[config.mk]
export PLATFORM = sky130hd
export DESIGN_NAME = trap_vector_unit
export DESIGN_NICKNAME = d
export VERILOG_FILES = /design/src/rtl/trap_vec_pkg.sv /design/src/rtl/trap_irq_arbiter.sv /design/src/rtl/trap_vec_offset.sv /design/src/rtl/trap_vector_unit.sv
export SDC_FILE = /design/constraint.sdc
export NUM_CORES = 1
export LEC_CHECK = 0
export BUFFER_PORTS_ARGS = -buffer_cell sky130_fd_sc_hd__buf_4
export CAP_MARGIN = 20
export CORE_MARGIN = 10
export CORE_UTILIZATION = 45
export DETAILED_ROUTE_END_ITERATION = 10
export GPL_TIMING_DRIVEN = 0
export HOLD_SLACK_MARGIN = 0.15
export PLACE_DENSITY = 0.86
export SLEW_MARGIN = 20
export SYNTH_ARGS = -nofsm -noshare
export SYNTH_HDL_FRONTEND = slang
export SYNTH_SLANG_ARGS = --single-unit
export TNS_END_PERCENT = 50
[constraint.sdc]
create_clock -name clk -period 8.9 [get_ports clk]
set_clock_uncertainty 0.05 [all_clocks]
set_input_delay 0.89 -clock clk [delete_from_list [all_inputs] [get_ports clk]]
set_output_delay 0.89 -clock clk [all_outputs]
set_load 0.01 [all_outputs]
[src/rtl/trap_vec_pkg.sv]
package trap_vec_pkg;

    localparam int KIND_W = 4;

    typedef enum logic [KIND_W-1:0] {
        EV_RESET   = 4'd0,
        EV_MCHECK  = 4'd1,
        EV_IPI     = 4'd2,
        EV_TIMER   = 4'd3,
        EV_DEVICE  = 4'd4,
        EV_MEMFLT  = 4'd5,
        EV_UNALIGN = 4'd6,
        EV_ILLOP   = 4'd7,
        EV_ARITH   = 4'd8,
        EV_FPOFF   = 4'd9,
        EV_GATE    = 4'd10
    } ev_kind_t;

    localparam logic [KIND_W-1:0] LAST_KIND = 4'd10;

    typedef enum logic {
        ST_IDLE,
        ST_ENTER
    } trap_state_t;

endpackage

[src/rtl/trap_irq_arbiter.sv]
module trap_irq_arbiter
    import trap_vec_pkg::*;
#(
    parameter int N_LINES  = 4,
    parameter int IPL_W    = 3,
    parameter int LOW_CEIL = 3
) (
    input  logic [N_LINES-1:0] lines,
    input  logic [IPL_W-1:0]   ipl,
    input  logic               priv,
    output logic               hit,
    output logic [KIND_W-1:0]  kind
);

    // Line i (0 = device ... 3 = machine check) stays eligible up to IPL LOW_CEIL+i.
    logic [N_LINES-1:0] elig;
    logic [N_LINES-1:0] grant;

    generate
        for (genvar i = 0; i < N_LINES; i++) begin : g_gate
            localparam int unsigned CEIL = LOW_CEIL + i;
            assign elig[i] = lines[i] & ~priv & (32'(ipl) <= CEIL);
        end
    endgenerate

    // The highest index wins: scan upward and let later hits override earlier ones.
    always_comb begin
        grant = '0;
        kind  = EV_DEVICE;
        for (int i = 0; i < N_LINES; i++) begin
            if (elig[i]) begin
                grant    = '0;
                grant[i] = 1'b1;
                kind     = KIND_W'(int'(EV_DEVICE) - i);
            end
        end
    end

    assign hit = |grant;

    always_comb begin
        assert_one_grant_R9: assert ($onehot0(grant));
        assert_priv_gate_R7: assert (!(hit && priv));
    end

endmodule

[src/rtl/trap_vec_offset.sv]
module trap_vec_offset
    import trap_vec_pkg::*;
#(
    parameter int GATE_W       = 8,
    parameter int OFF_W        = 14,
    parameter int FIXED_SHIFT  = 7,
    parameter int SLOT_SHIFT   = 6,
    parameter int GATE_LO_BASE = 32'h1000,
    parameter int GATE_HI_BASE = 32'h2000
) (
    input  logic [KIND_W-1:0] kind,
    input  logic [GATE_W-1:0] gate_code,
    output logic [OFF_W-1:0]  offset
);

    localparam int IDX_W = GATE_W - 1;

    logic [IDX_W-1:0] slot_idx;
    logic             upper_bank;
    logic [OFF_W-1:0] slot_off;
    logic [OFF_W-1:0] bank_base;

    assign slot_idx   = gate_code[IDX_W-1:0];
    assign upper_bank = gate_code[GATE_W-1];
    assign slot_off   = OFF_W'(slot_idx) << SLOT_SHIFT;
    assign bank_base  = upper_bank ? OFF_W'(GATE_HI_BASE) : OFF_W'(GATE_LO_BASE);

    always_comb begin
        if (kind == EV_GATE) begin
            offset = bank_base + slot_off;
        end else begin
            offset = OFF_W'(kind) << FIXED_SHIFT;
        end
    end

    always_comb begin
        if (kind == EV_GATE) begin
            assert_gate_region_R3: assert (offset >= OFF_W'(GATE_LO_BASE)
                                           && offset[SLOT_SHIFT-1:0] == '0);
        end
    end

endmodule

[src/rtl/trap_vector_unit.sv]
module trap_vector_unit
    import trap_vec_pkg::*;
#(
    parameter int ADDR_W = 64,
    parameter int IPL_W  = 3,
    parameter int GATE_W = 8,
    parameter int OFF_W  = 14
) (
    input  logic              clk,
    input  logic              rst_n,
    input  logic [ADDR_W-1:0] cur_pc,
    input  logic              priv_mode,
    input  logic [IPL_W-1:0]  ipl,
    input  logic              irq_device,
    input  logic              irq_timer,
    input  logic              irq_ipi,
    input  logic              irq_mcheck,
    input  logic [ADDR_W-1:0] pal_base,
    input  logic              exc_req,
    input  logic [3:0]        exc_code,
    input  logic [GATE_W-1:0] exc_arg,
    output logic [ADDR_W-1:0] new_pc,
    output logic [ADDR_W-1:0] exc_addr,
    output logic              priv_set,
    output logic              taken
);

    localparam int N_IRQ = 4;

    trap_state_t        state, state_nx;
    logic [N_IRQ-1:0]   irq_vec;
    logic               sync_ok;
    logic               irq_hit;
    logic [KIND_W-1:0]  irq_kind;
    logic [KIND_W-1:0]  sel_kind;
    logic               fire;
    logic               accept;
    logic [OFF_W-1:0]   offset;
    logic [ADDR_W-1:0]  target;
    logic [ADDR_W-1:0]  ret_addr;

    assign irq_vec = {irq_mcheck, irq_ipi, irq_timer, irq_device};
    assign sync_ok = exc_req && (exc_code <= LAST_KIND);

    trap_irq_arbiter #(
        .N_LINES (N_IRQ),
        .IPL_W   (IPL_W),
        .LOW_CEIL(3)
    ) u_arb (
        .lines(irq_vec),
        .ipl  (ipl),
        .priv (priv_mode),
        .hit  (irq_hit),
        .kind (irq_kind)
    );

    assign sel_kind = sync_ok ? exc_code : irq_kind;
    assign fire     = sync_ok | irq_hit;
    assign accept   = (state == ST_IDLE) && fire;

    trap_vec_offset #(
        .GATE_W(GATE_W),
        .OFF_W (OFF_W)
    ) u_off (
        .kind     (sel_kind),
        .gate_code(exc_arg),
        .offset   (offset)
    );

    assign target   = pal_base + ADDR_W'(offset);
    assign ret_addr = (cur_pc & ~ADDR_W'(1)) | ADDR_W'(priv_mode);

    // State register
    always_ff @(posedge clk) begin
        if (!rst_n) state <= ST_IDLE;
        else        state <= state_nx;
    end

    always_comb begin
        state_nx = state;
        unique case (state)
            ST_IDLE:  if (fire) state_nx = ST_ENTER;
            ST_ENTER: state_nx = ST_IDLE;
            default:  state_nx = ST_IDLE;
        endcase
    end

    // Registered outputs
    always_ff @(posedge clk) begin
        if (!rst_n) begin
            taken    <= 1'b0;
            priv_set <= 1'b0;
            new_pc   <= '0;
            exc_addr <= '0;
        end else begin
            taken    <= accept;
            priv_set <= accept;
            if (accept) begin
                new_pc   <= target;
                exc_addr <= ret_addr;
            end
        end
    end

    // a pulse is never followed directly by another one
    assert_single_pulse_R6: assert property (@(posedge clk) disable iff (!rst_n)
        taken |=> !taken);

    assert_pc_holds_R6: assert property (@(posedge clk) disable iff (!rst_n)
        !taken |-> $stable(new_pc));

    assert_mode_bit_R5: assert property (@(posedge clk) disable iff (!rst_n)
        taken |-> exc_addr[0] == $past(priv_mode));

    assert_priv_blocks_irq_R7: assert property (@(posedge clk) disable iff (!rst_n)
        taken |-> !($past(priv_mode) && !$past(sync_ok)));

    assert_slot_align_R4: assert property (@(posedge clk) disable iff (!rst_n)
        taken |-> ((new_pc - $past(pal_base)) & ADDR_W'(63)) == '0);

endmodule

Yosys cells after proc, flatten, opt, wreduce, memory -nomap -nowiden
Cells that the tools add are included.
{"block": "op_classes", "add_sub_neg": 2, "n_lt_le_gt_ge": 5, "n_eq_ne": 1, "mux": 12, "n_bitwise": 12, "n_reduce_logical": 3}
{"cell": "$add A64 B14 Y64", "n": 1}
{"cell": "$or A64 B1 Y64", "n": 1}
{"cell": "$mux W14", "n": 2}
{"cell": "$add A14 B13 Y14", "n": 1}
{"cell": "$mux W3", "n": 4}
{"cell": "$le A3 B3 Y1 const B", "n": 3}
{"cell": "$and A1 B1 Y1", "n": 8}
{"cell": "$mux W4", "n": 2}
{"cell": "$eq A4 B4 Y1 const B", "n": 1}
{"cell": "$le A4 B4 Y1 const B", "n": 1}
{"cell": "$reduce_or A4 Y1", "n": 1}
{"cell": "$le A3 B2 Y1 const B", "n": 1}
{"cell": "$logic_and A1 B1 Y1", "n": 2}
{"cell": "$mux W1", "n": 2}
{"cell": "$mux W2", "n": 1}
{"cell": "$not A1 Y1", "n": 2}
{"cell": "$pmux W1 S2", "n": 1}
{"cell": "$or A1 B1 Y1", "n": 1}
{"block": "totals", "reg_bits": 130, "word_cells": 39}

Depth between registers and ports, before layout
Gate-level depths: netlist (run 1).
{"block": "logic_depth", "word_depth": 11, "depth_mapped": 14, "depth_no_buf": 11}

Cells and area by module
Synthesis (run 1) repeated with hierarchy kept, for this count alone.
{"block": "hier_totals", "hier_cells": 894, "area_unflattened_um2": 6966.7}
{"module": "trap_vector_unit", "n_inst": 1, "cells_each": 853, "area_each_um2": 6686.4, "seq_area_each_um2": 2602.5}
{"module": "trap_vec_offset", "n_inst": 1, "cells_each": 25, "area_each_um2": 165.2, "seq_area_each_um2": 0.0}
{"module": "trap_irq_arbiter", "n_inst": 1, "cells_each": 16, "area_each_um2": 115.1, "seq_area_each_um2": 0.0}

Worst setup path before layout (run 1)
Ideal clock, no wire load.
{"block": "synth_path", "path_type": "input port to flip-flop", "from": "input exc_code[3]", "to": "register new_pc[38]", "setup_ns": 0.074, "arrival_ns": 3.484, "slack_ns": 5.292, "path_stages": 14, "n_path_buf": 3, "cell_sequence": "inv_1 o21ai_0 buf_2 nor3_1 and2_1 ha_1 fa_1 a211oi_1 o211ai_4 nand4_4 buf_6 clkbuf_1 o21ai_0 a31oi_1"}
{"block": "synth_via", "elab_chain_cells": 6, "word_cells_on_any_way": 8}
{"item": "start: declaration", "line": "trap_vector_unit.sv:20", "rtl": "input logic [3:0] exc_code,"}
{"item": "$le A4 B4 Y1", "line": "trap_vector_unit.sv:43", "rtl": "assign sync_ok = exc_req && (exc_code <= LAST_KIND);"}
{"item": "$logic_and A1 B1 Y1", "line": "trap_vector_unit.sv:43"}
{"item": "$mux W4", "line": "trap_vector_unit.sv:57", "rtl": "assign sel_kind = sync_ok ? exc_code : irq_kind;"}
{"item": "$eq A4 B4 Y1", "line": "trap_vec_offset.sv:29", "rtl": "if (kind == EV_GATE) begin"}
{"item": "$mux W14", "line": "trap_vec_offset.sv:29"}
{"item": "$add A64 B14 Y64", "line": "trap_vector_unit.sv:70", "rtl": "assign target = pal_base + ADDR_W'(offset);"}
{"item": "end signal: assignment", "line": "trap_vector_unit.sv:99", "rtl": "new_pc <= target;"}
{"item": "end: declaration", "line": "trap_vector_unit.sv:22", "rtl": "output logic [ADDR_W-1:0] new_pc,"}
Parallel ways exist; a longest one is shown, timed or not.
A chain may end at the register's enable or synchronous reset.

Worst setup path in the final report (run 1)
{"block": "layout_path", "from": "input exc_code[0]", "to": "register new_pc[54]"}
Same word-level chain as after synthesis.

==> summary by stage, run 1 <==
Critical path
Data arrives at the worst endpoint at 4210 ps. The largest stage delay on the critical path is 450 ps. The number of buffers and inverters on the critical path is 4. The nature of the critical path endpoint is a register. The highest net fanout along the worst path is 10. The critical path goes through buf_4, a21oi_1, o21ai_0, buf_2, nor3_1, and2_1, ha_1, fa_1, a211oi_1, o211ai_4, nand4_4, buf_6, clkbuf_1, o31ai_1, a31oi_1. The worst setup path is of the in -> reg kind.

The required arrival time at the worst endpoint is 9190 ps. The critical path's top delay family is compound AO/OA/AOI/OAI gates. The cell with the largest stage delay on the worst path is fa_1. The critical path startpoint category is a primary input.

STA
Once routing completed, OpenROAD measured the worst setup slack at 4983 ps. Static timing analysis puts the maximum clock frequency at 0.2553 GHz. After layout, the worst path uses 44.01% of the clock period. Setup repair after global routing left no endpoint under its margin. The time the final worst path needs with I/O delays and setup is 3917 ps. The number of setup violations in the final report is 0. The max-slew headroom at the worst pin is 48.41%. For the pin with the worst max-slew slack, the measured transition is 773.8 ps. The post-route worst hold slack is 402.9 ps. The final sum of negative setup slack is 0 ps. The max-slew violation total from the final report is 0. The hold violation total from the final report came to 0.

Routing
The pre-antenna-repair detailed-routing pass consisted of 6 iterations. The number of DRC markers in iteration 0 is 613. In the routed design, unresolved DRC markers number 0. After detailed routing, the number of vias per cell comes to 5.688. The aggregate routed wire length is 25,800 µm. The number of nets with antenna violations after detailed routing is 0. After detailed routing, the average wire length per cell comes to 19.89 µm. The detailed router placed 7,377 vias in this run.

Placed design
The final estimated routing congestion in global placement is 0.9456. The placed wire-length estimate after detailed placement is 19,770 µm. After detailed placement, the design holds a cell count of 1,265. Summing all placed instances gives a cell area of 8630 µm².

At the placement stage, the worst setup path has a slack of 4611 ps. Port buffering added 279 buffers.

Power and ir drop
In this run the power spent charging and discharging nets is 0.5385 mW. The power per standard cell area is 199.5 nW/µm². The leakage power of the design is 3.972 nW.

The fraction of power consumed by sequential logic is 36.7%. Net switching is 29.13% of the power. The share of total power in combinational logic is 22.3%.

The overall power consumption is 1.848 mW. VDD sags by at most 0.1153 mV. The cell internal power dissipation is 1.310 mW.

Of the total power, the clock network draws 41.0%.

Die
Measured along the x axis, the die boundary spans 138.4 µm. For this configuration, the core starts out at a cell density of 45.63%. The die covers 19,160 µm².

The vertical die dimension is 138.4 µm. The placeable core region is 13,830 µm². After floorplanning, the core was divided into 43 placement rows. The I/O pin total is 281.

Cells and area
The net count of the finished layout is 1,265. The library cell used most frequently in the layout, excluding fill and tap cells, is buf_4. In the layout the commonest cells are buf_4, nand2_1, dfxtp_1. The layout-stage area growth over the synthesis result is 46.82%. The final non-filler cell area is 9264 µm².

The number of inserted diodes is 0. The end-of-flow core utilization is 67.00%. The area taken by multi-input logic gates is 3442 µm². The sequential cells in the finished layout cover a total of 2603 µm².

The number of fill cells in the layout is 1,167. The count of non-filler cells in the finished layout is 1,297. The fraction of layout instances using a drive strength above 1 is 30.17%.

Worst hold path
The class of the worst hold path is reg -> reg.

Synth
The register area share after synthesis is 41.25%. Of all flip-flops after synthesis, the portion carrying an async set or reset was 0%. Summing the areas of all compound-gate instances in the mapped netlist gives 24.15% of the synthesized area. The gate count of the mapped netlist is 806.

The number of nets in the synthesized netlist is 967. The portion of synthesized area spent on multiplexers is 0.1586%. The number of distinct standard cells referenced by the synthesized netlist is 62. The xor and xnor fraction of the mapped netlist area is 2.360%.

The synthesized area divided by synthesized cell count is 7.829 µm². Yosys printed 0 warnings. The main combinational cell family by area after synthesis is simple AND/OR/NAND/NOR gates.

The area share of and/or/nand/nor cells after synthesis is 25.78%. The adder-cell share of the synthesized area is 2.102%. After synthesis the cells add up to 6310 µm². Synthesis inferred 130 register bits. For this run, the leading register cell type out of synthesis is dfxtp_1.

Yosys mapped a number of flops with a built-in enable equal to 0.

Global route
The first global-routing pass estimated 39,750 µm of wire. The initial antenna violation count was 0. The combined global-route utilization of all metal layers is 25.44%.

The total congestion overflow is 0. The via count of the first global-routing pass is 7,181. The largest net degree at the start of global routing is 17.

Clock network
In this run, post-CTS hold repair placed 0 buffers. The number of instances resized during post-cts repair is 0. The total clock buffers created by CTS is 17. The root buffer selected by CTS is clkbuf_16. The clock tree from TritonCTS is done.

The clock passes through at most 2 buffers. The clock reaches the later pin of the worst-skew pair after 420 ps. The total clock sinks is 130.

The number of H-tree branching levels is 4. The post-CTS repair timing setup buffer count is 0. The clock-pin slew on the worst setup and hold paths is 60 ps.

Status
The flow ran to the end, and the final reports show no timing, DRC or antenna violations.

Flow run
Max-cap violations in this run came to 0.
layer usage:
layer	part of all wire [%]	wire length (µm)	global-route usage (%)	vias to the layer above
li1	-	-	-	3523
met1	40	10260	30.66	3428
met2	48	12340	41.24	367
met3	8.8	2276	7.397	59
met4	3.6	924	11.04	0
met5	0	0	0	-
tightest hold or removal path: stages (launching register included):
cell and delay, ps:
dfxtp_1 300, nand2_1 50, a21oi_1 50
cell type report:
cell class              count  share of cell area, %
clock buffers              20                  4.930
multi-input cells         613                  37.16
clock inverters            12                  1.918
repair buffers            279                  22.61
inverters                   9                 0.3647
plain buffers              54                  2.499
flip-flops and latches    130                  28.09
well taps                 180                  2.431
power groups by stage:
| stage | clock network, mW | logic, mW | registers (mW) |
|---|---|---|---|
| 3_5_place_dp | 0 | 0.408 | 0.688 |
| 4_1_cts | 0.760 | 0.412 | 0.677 |
| 2_1_floorplan | 0 | 0.158 | 0.711 |
| 6_report | 0.758 | 0.412 | 0.678 |
| 5_1_grt | 0.785 | 0.447 | 0.684 |
| 3_3_place_gp | 0 | 0.402 | 0.685 |
worst paths after layout:
path	from	to	slack, ps	depth (start not counted)
worst max-delay path	exc_code[0]	new_pc[54]	4980	15
worst min-delay path	exc_addr[32]	exc_addr[32]	400	2
worst max register to register	state	exc_addr[57]	6770	5
worst min register to register	exc_addr[32]	exc_addr[32]	400	2
flip-flops by register name, indices dropped and copies added (netlist names):
register  count
state         1
new_pc       64
taken         1
exc_addr     64
kinds of logic after synthesis:
group | Yosys count
multiplexers | 1
XOR/XNOR | 17
AO/OA/AOI/OAI | 254
flip-flops | 130
AND/OR/NAND/NOR | 331
adder cells (fa/ha/maj) | 10
buffers and inverters | 63
cell usage after synthesis, types with 10 or more instances:
master | count | area [µm²]
nand2_1 | 178 | 668.1
a211oi_1 | 10 | 75.07
or3_1 | 11 | 68.82
o31ai_1 | 16 | 120.1
nor3_1 | 12 | 60.06
nand3_1 | 22 | 110.1
a21oi_1 | 102 | 510.5
and3_1 | 16 | 100.1
dfxtp_1 | 130 | 2603
and4_1 | 10 | 87.58
clkbuf_1 | 38 | 142.6
and2_1 | 10 | 62.56
xor2_1 | 10 | 87.58
nand4_1 | 17 | 106.4
nor2_1 | 22 | 82.58
or4_1 | 15 | 112.6
a31oi_1 | 26 | 162.7
o21ai_0 | 64 | 320.3
Power figures use the tool's default switching activity.
==> run 2, diff against run 1 <==
- clock period: 8.9 -> 3.8 ns (I/O delays scaled with it)
==> summary by stage, run 2 (synthesis gave the netlist of run 1 again) <==
Status
The run finished with clean final reports.

Cells and area
The number of inserted diodes was 0 (unchanged). The number of fill cells in the layout was 1,160 (-0.60%). The top cell types in the final layout, fill and taps aside, are buf_4, nand2_1, dfxtp_1.

The end-of-flow core utilization is 67.14% (+0.14 points). The fraction of layout instances using a drive strength above 1 was 30.12% (-0.054 points). Leaving out fill and tap cells, the most frequent cell in the layout is buf_4. The final non-filler cell area was 9284 µm² (+0.22%). From synthesis to final layout, the design area changed by 47.13%. The largest registers in the layout are exc_addr (64), new_pc (64). The post-layout net count is 1,267 (+0.16%). The count of non-filler cells in the finished layout came to 1,299 (+0.15%).

Global route
The initial antenna violation count is 0 (unchanged). The busiest metal layer after global routing is met2. The routing usage on met1 is 30.69% (about the same). The combined global-route utilization of all metal layers is 25.48% (+0.043 points). The largest net degree at the start of global routing is 17 (unchanged). The met3 global-route usage is 7.432% (+0.034 points). The met2 usage in global routing is 41.09% (-0.15 points). The wire length of the first global-routing pass is 39,830 µm (+0.19%). The via count of the first global-routing pass is 7,212 (+0.43%). The total congestion overflow was 0 (unchanged).

Placed design
The count of buffers inserted at the top-level ports is 279 (unchanged). The placed standard-cell area is 8630 µm² (unchanged). The final estimated routing congestion in global placement is 0.9456 (unchanged). The placed wire-length estimate after detailed placement is 19,770 µm (unchanged). The cell count after placement was 1,265 (unchanged).

Critical path
The worst setup path is launched from a primary input. The nature of the critical path endpoint is a register. Traced cell by cell, the critical path runs through buf_4, a21oi_1, o21ai_0, buf_2, nor3_1, and2_1, ha_1, fa_1, a211oi_1, o211ai_4, nand4_4, buf_6, clkbuf_1, o31ai_1, a31oi_1. Among cell families on the critical path, the largest total delay comes from compound AO/OA/AOI/OAI gates. The required arrival time at the worst endpoint was 4090 ps (-5100 ps). The worst setup path is of the in -> reg kind.

The largest stage delay on the critical path is 450 ps (about the same). The critical path data arrival time came to 3700 ps (-510 ps). The cell with the largest stage delay on the worst path is fa_1. The highest net fanout along the worst path is 10 (unchanged). The buffers plus inverters on the worst setup path came to 4 (unchanged).

Clock network
The number of H-tree branching levels is 4 (unchanged). The number of instances resized during post-cts repair is 0 (unchanged). The worst-case clock buffer depth is 2 (unchanged). The clock latency at the later pin of the worst-skew pair was 420 ps (about the same). The total clock buffers created by CTS is 17 (unchanged). The total clock sinks was 130 (unchanged). The clock tree from TritonCTS is done. The clock-pin slew on the worst setup and hold paths came to 60 ps (about the same).

The root buffer selected by CTS is clkbuf_16.

Die
The vertical die dimension is 138.4 µm (unchanged). The chip width is 138.4 µm (unchanged). The floorplan die area is 19,160 µm² (unchanged).

The placeable core region came to 13,830 µm² (unchanged). The I/O pin total is 281 (unchanged). The starting density of the core came to 45.63% (unchanged).

The placement row count is 43 (unchanged).

STA
In the finished design, the share of the clock period the worst path needs comes to 89.84%. The time the final worst path needs with I/O delays and setup is 3414 ps. The number of setup violations in the final report came to 0 (unchanged). The final sum of negative setup slack came to 0 ps (unchanged). The max-slew violation total from the final report is 0 (unchanged). The hold violation total from the final report is 0 (unchanged). The upper clock frequency limit is 0.2929 GHz. The slew of the pin with the lowest slew margin is 774.9 ps (+1.132 ps). The max-slew headroom at the worst pin is 48.34% (-0.076 points). Setup repair after global routing left no endpoint under its margin.

Power and ir drop
The switching portion of total power is 29.17% (+0.033 points). The fraction of power consumed by sequential logic is 36.6% (about the same). The clock network fraction of total power is 41.0% (about the same). The overall power consumption is 4.333 mW (+130%). The net switching power figure is 1.264 mW (+130%). The cell internal power dissipation came to 3.069 mW (+130%). The maximum ir drop on the vdd rail is 0.2700 mV (+130%). The power per standard cell area was 466.7 nW/µm² (+130%). The leakage power of the design is 3.980 nW (+0.21%). The share of total power in combinational logic is 22.4% (about the same).

Worst hold path
The class of the worst hold path is in -> reg.

Routing
The wire length per cell came to 19.91 µm (about the same). The remaining design rule violation count is 0 (unchanged). The number of optimization iterations in the first detailed-route pass was 5 (-1). The number of DRC markers in iteration 0 is 640 (+4.4%). The average vias per placed instance is 5.690 (about the same). The number of vias in the routed layout is 7,391 (+0.19%). The aggregate routed wire length came to 25,860 µm (+0.24%). The number of nets with antenna violations after detailed routing is 0 (unchanged).

Flow run
The max capacitance violation total is 0 (unchanged).
-- run 2: power by group through the flow --
| stage | clock (mW) | combinational [mW] | sequential, mW |
|---|---|---|---|
| 2_1_floorplan | 0 | 0.370 | 1.67 |
| 3_3_place_gp | 0 | 0.942 | 1.61 |
| 3_5_place_dp | 0 | 0.956 | 1.61 |
| 4_1_cts | 1.78 | 0.968 | 1.59 |
| 5_1_grt | 1.84 | 1.05 | 1.60 |
| 6_report | 1.78 | 0.969 | 1.59 |
-- run 2: worst register-to-register path, cell delays in order (launching register included) --
cell,delay (ps)
dfxtp_1,330
a41oi_1,370
clkbuf_1,520
clkbuf_1,470
nand2_1,150
a21oi_1,160
-- run 2: repair_timing --
action / 4_1_cts / 5_1_grt
hold buffers: 2 / 0
endpoints found under the hold margin: 2 / 0
buffers inserted: 0 / 0
endpoints found under the setup margin: 0 / 0
-- run 2: metal layers --
| metal | routed length [µm] | part of all wire [%] |
|---|---|---|
| met2 | 12250 | 47 |
| met1 | 10470 | 40 |
| met3 | 2168 | 8.4 |
| met5 | 0 | 0 |
| met4 | 976 | 3.8 |
-- run 2: worst paths after layout --
path,depth (start not counted),start,slack (ps),end
max,15,exc_code[0],390,new_pc[54]
min reg2reg,2,exc_addr[32],400,exc_addr[32]
min,3,cur_pc[39],150,exc_addr[39]
max reg2reg,5,state,1670,new_pc[5]
-- run 2: metrics by stage --
step	hold slack (ps)	worst slack (ps)
finish	152.8	386.1
global route	156.7	152.5
CTS	150.1	418.4
detailed placement	395.4	20.80
global placement	388.6	48.40
floorplan	426.1	702.2
-- run 2: final cells by class --
| type | instances | area [µm²] | area share (%) |
|---|---|---|---|
| buffer | 54 | 231.5 | 2.493 |
| clock inverter | 12 | 177.7 | 1.914 |
| inverter | 9 | 33.78 | 0.3639 |
| tap | 180 | 225.2 | 2.426 |
| sequential | 130 | 2603 | 28.03 |
| clock buffer | 20 | 456.7 | 4.919 |
| timing repair buffer | 281 | 2115 | 22.78 |
| multi-input combinational | 613 | 3442 | 37.08 |
